**src/rtl/remap_pkg.sv**
```systemverilog
package remap_pkg;

    typedef enum logic [1:0] {
        SEL_LO   = 2'd0,
        SEL_MID  = 2'd1,
        SEL_HI   = 2'd2,
        SEL_NONE = 2'd3
    } byte_sel_e;

    localparam int MODE_BIT   = 3;
    localparam int ADDR19_BIT = 7;
    localparam int OFFS_W     = 20;
    localparam logic [7:0] HI_RESET = 8'h08;

    typedef struct packed {
        logic [7:0] hi;
        logic [7:0] mid;
        logic [7:0] lo;
    } entry_regs_t;

    // Window size (log2 bytes) of entry idx under the tiered geometry.
    function automatic int win_log2(int idx, int n_small, int n_mid,
                                     int blk_lg, int mid_lg, int big_lg);
        if (idx < n_small)
            return blk_lg;
        else if (idx < n_small + n_mid)
            return mid_lg;
        else
            return big_lg;
    endfunction

    // Byte offset of entry idx's RAM block from the RAM base.
    function automatic logic [31:0] ram_offset(int idx, int n_small, int n_mid,
                                               int blk_lg, int mid_lg, int big_lg);
        logic [31:0] off;
        if (idx < n_small)
            off = 32'(idx) << blk_lg;
        else if (idx < n_small + n_mid)
            off = (32'(n_small) << blk_lg) + (32'(idx - n_small) << mid_lg);
        else
            off = (32'(n_small) << blk_lg) + (32'(n_mid) << mid_lg)
                + (32'(idx - n_small - n_mid) << big_lg);
        return off;
    endfunction

    // Reassemble the 20-bit match address from the three stored bytes.
    function automatic logic [OFFS_W-1:0] match_addr(entry_regs_t e);
        return {e.hi[ADDR19_BIT], e.hi[2:0], e.mid, e.lo};
    endfunction

endpackage

```
**src/rtl/remap_entry_file.sv**
```systemverilog
module remap_entry_file
    import remap_pkg::*;
#(
    parameter int NUM_ENTRIES = 24,
    parameter int IDX_W       = 5
) (
    input  logic                          clk,
    input  logic                          rst,
    input  logic                          we,
    input  logic [IDX_W-1:0]              ent,
    input  byte_sel_e                     sel,
    input  logic [7:0]                    wdata,
    output logic [7:0]                    rdata,
    output entry_regs_t [NUM_ENTRIES-1:0] regs
);

    logic ent_ok;
    assign ent_ok = {1'b0, ent} < (IDX_W+1)'(NUM_ENTRIES);

    always_ff @(posedge clk) begin
        if (rst) begin
            for (int i = 0; i < NUM_ENTRIES; i++)
                regs[i] <= '{hi: HI_RESET, mid: 8'h00, lo: 8'h00};
        end else if (we && ent_ok) begin
            case (sel)
                SEL_LO:  regs[ent].lo  <= wdata;
                SEL_MID: regs[ent].mid <= wdata;
                SEL_HI:  regs[ent].hi  <= wdata;
                default: ;
            endcase
        end
    end

    always_comb begin
        rdata = 8'h00;
        if (ent_ok) begin
            case (sel)
                SEL_LO:  rdata = regs[ent].lo;
                SEL_MID: rdata = regs[ent].mid;
                SEL_HI:  rdata = regs[ent].hi;
                default: rdata = 8'h00;
            endcase
        end
    end

    // a write is visible in the stored entry on the following cycle
    a_r3_write_lands: assert property (@(posedge clk) disable iff (rst)
        (we && ent_ok && sel == SEL_HI) |=> regs[$past(ent)].hi == $past(wdata));

endmodule

```
**src/rtl/remap_matcher.sv**
```systemverilog
module remap_matcher
    import remap_pkg::*;
#(
    parameter int NUM_ENTRIES = 24,
    parameter int N_SMALL     = 16,
    parameter int N_MID       = 4,
    parameter int BLK_LG      = 12,
    parameter int MID_LG      = 14,
    parameter int BIG_LG      = 15
) (
    input  entry_regs_t [NUM_ENTRIES-1:0] regs,
    input  logic [OFFS_W-1:0]             fetch_off,
    output logic [NUM_ENTRIES-1:0]        match
);

    for (genvar i = 0; i < NUM_ENTRIES; i++) begin : g_cmp
        localparam int WL = win_log2(i, N_SMALL, N_MID, BLK_LG, MID_LG, BIG_LG);
        localparam logic [OFFS_W-1:0] CMP_MASK = ~OFFS_W'((1 << WL) - 1);
        logic [OFFS_W-1:0] base;
        logic active, aligned;
        assign base    = match_addr(regs[i]);
        assign active  = ~regs[i].hi[MODE_BIT];
        assign aligned = (base[BLK_LG-1:0] == '0);
        assign match[i] = active && aligned
                       && ((fetch_off & CMP_MASK) == (base & CMP_MASK));
    end

endmodule

```
**src/rtl/remap_select.sv**
```systemverilog
module remap_select
    import remap_pkg::*;
#(
    parameter int          NUM_ENTRIES = 24,
    parameter int          IDX_W       = 5,
    parameter int          N_SMALL     = 16,
    parameter int          N_MID       = 4,
    parameter int          BLK_LG      = 12,
    parameter int          MID_LG      = 14,
    parameter int          BIG_LG      = 15,
    parameter logic [31:0] RAM_BASE    = 32'h8010_0000
) (
    input  logic [NUM_ENTRIES-1:0] match,
    input  logic [31:0]            fetch_addr,
    output logic [31:0]            out_addr,
    output logic                   out_hit,
    output logic [IDX_W-1:0]       out_idx,
    output logic                   out_cacheable
);

    logic [NUM_ENTRIES-1:0][31:0] xlate;

    for (genvar i = 0; i < NUM_ENTRIES; i++) begin : g_xl
        localparam int WL = win_log2(i, N_SMALL, N_MID, BLK_LG, MID_LG, BIG_LG);
        localparam logic [31:0] BLK_BASE =
            RAM_BASE + ram_offset(i, N_SMALL, N_MID, BLK_LG, MID_LG, BIG_LG);
        localparam logic [31:0] IN_MASK = 32'((1 << WL) - 1);
        assign xlate[i] = BLK_BASE + (fetch_addr & IN_MASK);
    end

    // Scan from the top so the lowest matching index is the last to assign.
    always_comb begin
        out_addr      = fetch_addr;
        out_hit       = 1'b0;
        out_idx       = '0;
        for (int i = NUM_ENTRIES - 1; i >= 0; i--) begin
            if (match[i]) begin
                out_addr = xlate[i];
                out_hit  = 1'b1;
                out_idx  = IDX_W'(i);
            end
        end
        out_cacheable = ~out_hit;
    end

endmodule

```
**src/rtl/remap_fetch_unit.sv**
```systemverilog
module remap_fetch_unit
    import remap_pkg::*;
#(
    parameter int          NUM_ENTRIES = 24,
    parameter int          N_SMALL     = 16,
    parameter int          N_MID       = 4,
    parameter int          BLK_LG      = 12,
    parameter int          MID_LG      = 14,
    parameter int          BIG_LG      = 15,
    parameter logic [31:0] RAM_BASE    = 32'h8010_0000,
    localparam int         IDX_W       = $clog2(NUM_ENTRIES),
    localparam int         RA_W        = IDX_W + 2
) (
    input  logic             clk,
    input  logic             rst,
    input  logic             reg_we,
    input  logic [RA_W-1:0]  reg_addr,
    input  logic [7:0]       reg_wdata,
    output logic [7:0]       reg_rdata,
    input  logic [31:0]      fetch_addr,
    output logic [31:0]      xlat_addr,
    output logic             xlat_hit,
    output logic [IDX_W-1:0] xlat_idx,
    output logic             xlat_cacheable
);

    entry_regs_t [NUM_ENTRIES-1:0] regs;
    logic [NUM_ENTRIES-1:0]        match;

    remap_entry_file #(.NUM_ENTRIES(NUM_ENTRIES), .IDX_W(IDX_W)) u_file (
        .clk   (clk),
        .rst   (rst),
        .we    (reg_we),
        .ent   (reg_addr[RA_W-1:2]),
        .sel   (byte_sel_e'(reg_addr[1:0])),
        .wdata (reg_wdata),
        .rdata (reg_rdata),
        .regs  (regs)
    );

    remap_matcher #(
        .NUM_ENTRIES(NUM_ENTRIES), .N_SMALL(N_SMALL), .N_MID(N_MID),
        .BLK_LG(BLK_LG), .MID_LG(MID_LG), .BIG_LG(BIG_LG)
    ) u_match (
        .regs      (regs),
        .fetch_off (fetch_addr[OFFS_W-1:0]),
        .match     (match)
    );

    remap_select #(
        .NUM_ENTRIES(NUM_ENTRIES), .IDX_W(IDX_W), .N_SMALL(N_SMALL), .N_MID(N_MID),
        .BLK_LG(BLK_LG), .MID_LG(MID_LG), .BIG_LG(BIG_LG), .RAM_BASE(RAM_BASE)
    ) u_sel (
        .match         (match),
        .fetch_addr    (fetch_addr),
        .out_addr      (xlat_addr),
        .out_hit       (xlat_hit),
        .out_idx       (xlat_idx),
        .out_cacheable (xlat_cacheable)
    );

    // nothing is redirected on the first cycle after reset
    a_r1_quiet_after_reset: assert property (@(posedge clk) disable iff (rst)
        $past(rst) |-> !xlat_hit);

    // a miss passes the fetch through and keeps it cacheable
    a_r8_miss_passthru: assert property (@(posedge clk) disable iff (rst)
        !xlat_hit |-> (xlat_cacheable && xlat_addr == fetch_addr));

    // a hit is never cacheable
    a_r8_hit_uncached: assert property (@(posedge clk) disable iff (rst)
        xlat_hit |-> !xlat_cacheable);

    // the winning entry is active and block aligned
    a_r4_r6_winner_valid: assert property (@(posedge clk) disable iff (rst)
        xlat_hit |-> (!regs[xlat_idx].hi[MODE_BIT] && regs[xlat_idx].lo == 8'h00
                      && regs[xlat_idx].mid[3:0] == 4'h0));

    // the reported entry matches and no lower entry does
    a_r10_lowest_wins: assert property (@(posedge clk) disable iff (rst)
        xlat_hit |-> (match[xlat_idx]
                      && (match & ((NUM_ENTRIES'(1) << xlat_idx) - NUM_ENTRIES'(1))) == '0));

endmodule

```
**config.mk**
```make
export PLATFORM = sky130hd
export DESIGN_NAME = remap_fetch_unit
export DESIGN_NICKNAME = d
export VERILOG_FILES = /design/src/rtl/remap_pkg.sv /design/src/rtl/remap_entry_file.sv /design/src/rtl/remap_matcher.sv /design/src/rtl/remap_select.sv /design/src/rtl/remap_fetch_unit.sv
export SDC_FILE = /design/constraint.sdc
export NUM_CORES = 2
export LEC_CHECK = 0
export BUFFER_PORTS_ARGS = -buffer_cell sky130_fd_sc_hd__buf_2
export CORE_MARGIN = 2
export CORE_UTILIZATION = 60
export CTS_CLUSTER_SIZE = 16
export DETAILED_ROUTE_END_ITERATION = 12
export HOLD_SLACK_MARGIN = 0.1
export PLACE_DENSITY = 0.88
export SYNTH_ARGS = -nofsm -noshare
export SYNTH_HDL_FRONTEND = slang
export SYNTH_SLANG_ARGS = --single-unit
```
**constraint.sdc**
```tcl
create_clock -name clk -period 3.1 [get_ports clk]
set_input_delay 0.31 -clock clk [delete_from_list [all_inputs] [get_ports clk]]
set_output_delay 0.31 -clock clk [all_outputs]
set_load 0.05 [all_outputs]
```
==> impl_metrics.tcl <==
set metrics [dict create \
    hold_viol_final 0 \
    synth_most_common_cell "a22oi_1" \
    pre_cts_ws_ns 0.0630 \
    cellPowerDensity_mw_per_mm2 506 \
    r2r_cells 3 \
    fin_crit_sh_pct 111 \
    io_pins 97 \
    insertion_delay_ns 0.64 \
    wl_per_cell_microns 28.4 \
    clock_sinks 576 \
    path_clk_slew_ns 0.06 \
    die_y_microns 219 \
    grt_max_degree 100 \
    fin_ws_ns -0.331 \
    core_area_sq_mm 0.0456 \
    syn2layout_area_growth_pct 17.8 \
    synth-seq-cells 576 \
    clk_path_buf_depth 3 \
    drc 0 \
    syn_inst 2889 \
    synthFlopType "dfxtp_1" \
    track_usage_pct 41.7 \
    violations "negative setup slack" \
    io_buffers 72 \
    max-cap-violations 0 \
    ant_nets 0 \
    period_needed_ns 3.43 \
    synth_commonest_cells "a22oi_1 (624), nor2_1 (615), dfxtp_1 (576)" \
    totalWireLength_microns 103000 \
    gp_congestion 1.09 \
    fin_util_pct 72.0 \
    drive_above_1_share_pct 26.8 \
    nets 3019 \
    grt_pass1_vias 25000 \
    ir_worst_vdd_mv 0.575 \
    setup.worst_path.class "reg -> out" \
    worst_pin_slew_ns 1.16 \
    max_freq_mhz 291 \
    drt_iter0_markers 4519 \
    grt_first_pass_wirelength_microns 153000 \
    holdWs_ns 0.139 \
    cts_made_buffers 58 \
    crit_fanout 5 \
    holdPathStages 2 \
    synth_edf_count 0 \
    die_w_microns 219 \
    synth.avg_cell_area_sq_um 9.64 \
    cts_tree "done" \
    yosysWarnings 0 \
    antenna_found_initial 2 \
    synth.cell_area_sq_mm 0.0279 \
    yosysTopAreaCell "dfxtp_1" \
    arrival_ns 3.12 \
    vias 26500 \
    h-tree-depth 2 \
    status "complete, but fails checks" \
    hold_buffers 0 \
    max_slew_margin_pct 22.1 \
    critPathCaptureType "primary output" \
    start_util_pct 61.1 \
    vias_per_cell 7.35 \
    drt_pass1_iterations 7 \
    clock-root-buffer "clkbuf_16" \
    min_path_type "in -> reg" \
    rows 78 \
    hpwl_microns 69600 \
    synthTopCellsByArea "dfxtp_1 (41%), a22oi_1 (17%), mux4_2 (12%)" \
    synth_top_area_share_pct 41.4 \
    synth-async-reset-ratio_pct 0 \
    skew_ns 0 \
    grt.overflow.total 0 \
    synth.distinct_cells 64 \
    crit_required_ns 2.79 \
    synth-seq-area-share_pct 41.4 \
    finalSetupViolCount 28 \
    setup.worst_path.start_class "flip-flop" \
    synthesis.nets 2944 \
    rsz0062_at_grt "yes" \
    p_leak_nw 11.4 \
    dieArea_sq_mm 0.0482 \
    slew_viol_final 0 \
]
==> path summary, 6_finish.rpt <==
check / to / start / slack (ns)
setup / recovery: xlat_idx[0] / flip-flop / -0.33
hold reg to reg: flip-flop / flip-flop / 0.50
setup reg to reg: flip-flop / flip-flop / 2.21
hold / removal: flip-flop / rst / 0.14
==> per-stage QoR <==
stage	instances	area, sq um	power (mW)	TNS (ns)
2_1_floorplan	2889	27900	8.56	0
3_3_place_gp	3469	29400	8.99	0
6_report	3609	32800	16.6	-4.96
3_5_place_dp	3469	29400	9.01	0
4_1_cts	3586	32200	16.5	-0.953
5_1_grt	3606	32800	17.0	-5.89
==> where the power goes <==
| group | internal [mW] | switching (mW) |
|---|---|---|
| Sequential | 7.42 | 0.0357 |
| Combinational | 0.511 | 1.03 |
| Clock | 4.59 | 3.04 |
==> layout make-up <==
cell class              instances  area [sq um]
diodes                          3          7.51
clock buffers                  86          1740
clock inverters                16           313
fillers                      3210         12700
inverters                       3          11.3
multi-input cells            2035         15700
flip-flops and latches        576         11700
well taps                     600           751
repair buffers                290          2660
==> cell families after synthesis <==
logic type               synth area share (%)
AND/OR/NAND/NOR                          16.3
AO/OA/AOI/OAI                            19.9
flip-flops                               41.4
buffers and inverters                    5.02
XOR/XNOR                                 5.43
multiplexers                             11.7
adder cells (fa/ha/maj)                 0.225
==> what timing repair did <==
action,4_1_cts,5_1_grt
setup buffers,16,23
endpoints found under the setup margin,27,27
resized for setup,194,143
cloned,1,0
pin swaps,53,41
==> metal layers <==
metal  part of all wire, %  vias up  global-route usage, %
li1                      -    10900                      -
met1                    36    12900                   55.8
met2                    44     2292                   61.8
met3                    14      424                   11.2
met4                   6.0        0                   22.1
met5                     0        -                      0
==> cells in the final DEF, fill, tap and decap left out, types with 6 or more instances in the layout <==
| master | synthesis | routed |
|---|---|---|
| nor2_2 | 14 | 16 |
| mux4_2 | 143 | 143 |
| dfxtp_2 | 0 | 108 |
| buf_12 | 3 | 30 |
| nor3_4 | 4 | 12 |
| a22oi_1 | 624 | 624 |
| and2_4 | 9 | 14 |
| buf_8 | 4 | 17 |
| dfxtp_1 | 576 | 458 |
| nor3_2 | 20 | 25 |
| nand3_1 | 27 | 27 |
| nor3_1 | 49 | 36 |
| a221o_1 | 24 | 24 |
| clkbuf_16 | 0 | 59 |
| nand2_1 | 42 | 37 |
| dfxtp_4 | 0 | 10 |
| nor2_1 | 615 | 610 |
| o21ai_1 | 57 | 56 |
| nor4_1 | 46 | 18 |
| and3_1 | 16 | 16 |
| nor4_4 | 5 | 21 |
| nand4_1 | 60 | 60 |
| buf_2 | 67 | 42 |
| buf_6 | 15 | 22 |
| nand2_2 | 1 | 6 |
| buf_4 | 16 | 179 |
| xnor2_1 | 166 | 165 |
| o21ai_2 | 6 | 8 |
| bufinv_16 | 0 | 9 |
| clkbuf_1 | 161 | 11 |
| nor4_2 | 0 | 12 |
| a31oi_1 | 9 | 8 |
| nand2b_1 | 7 | 6 |
| clkbuf_8 | 0 | 16 |
==> worst max-delay path: stages (launching register included) <==
cell and delay (ns):
dfxtp_1 0.34, nor4_2 0.43, nand4_1 0.30, nor3_1 0.26, buf_4 0.19, o21bai_2 0.10, nor2_1 0.23, o21ai_0 0.18
o211ai_1 0.20, buf_4 0.27
(Power assumes the default switching activity.)
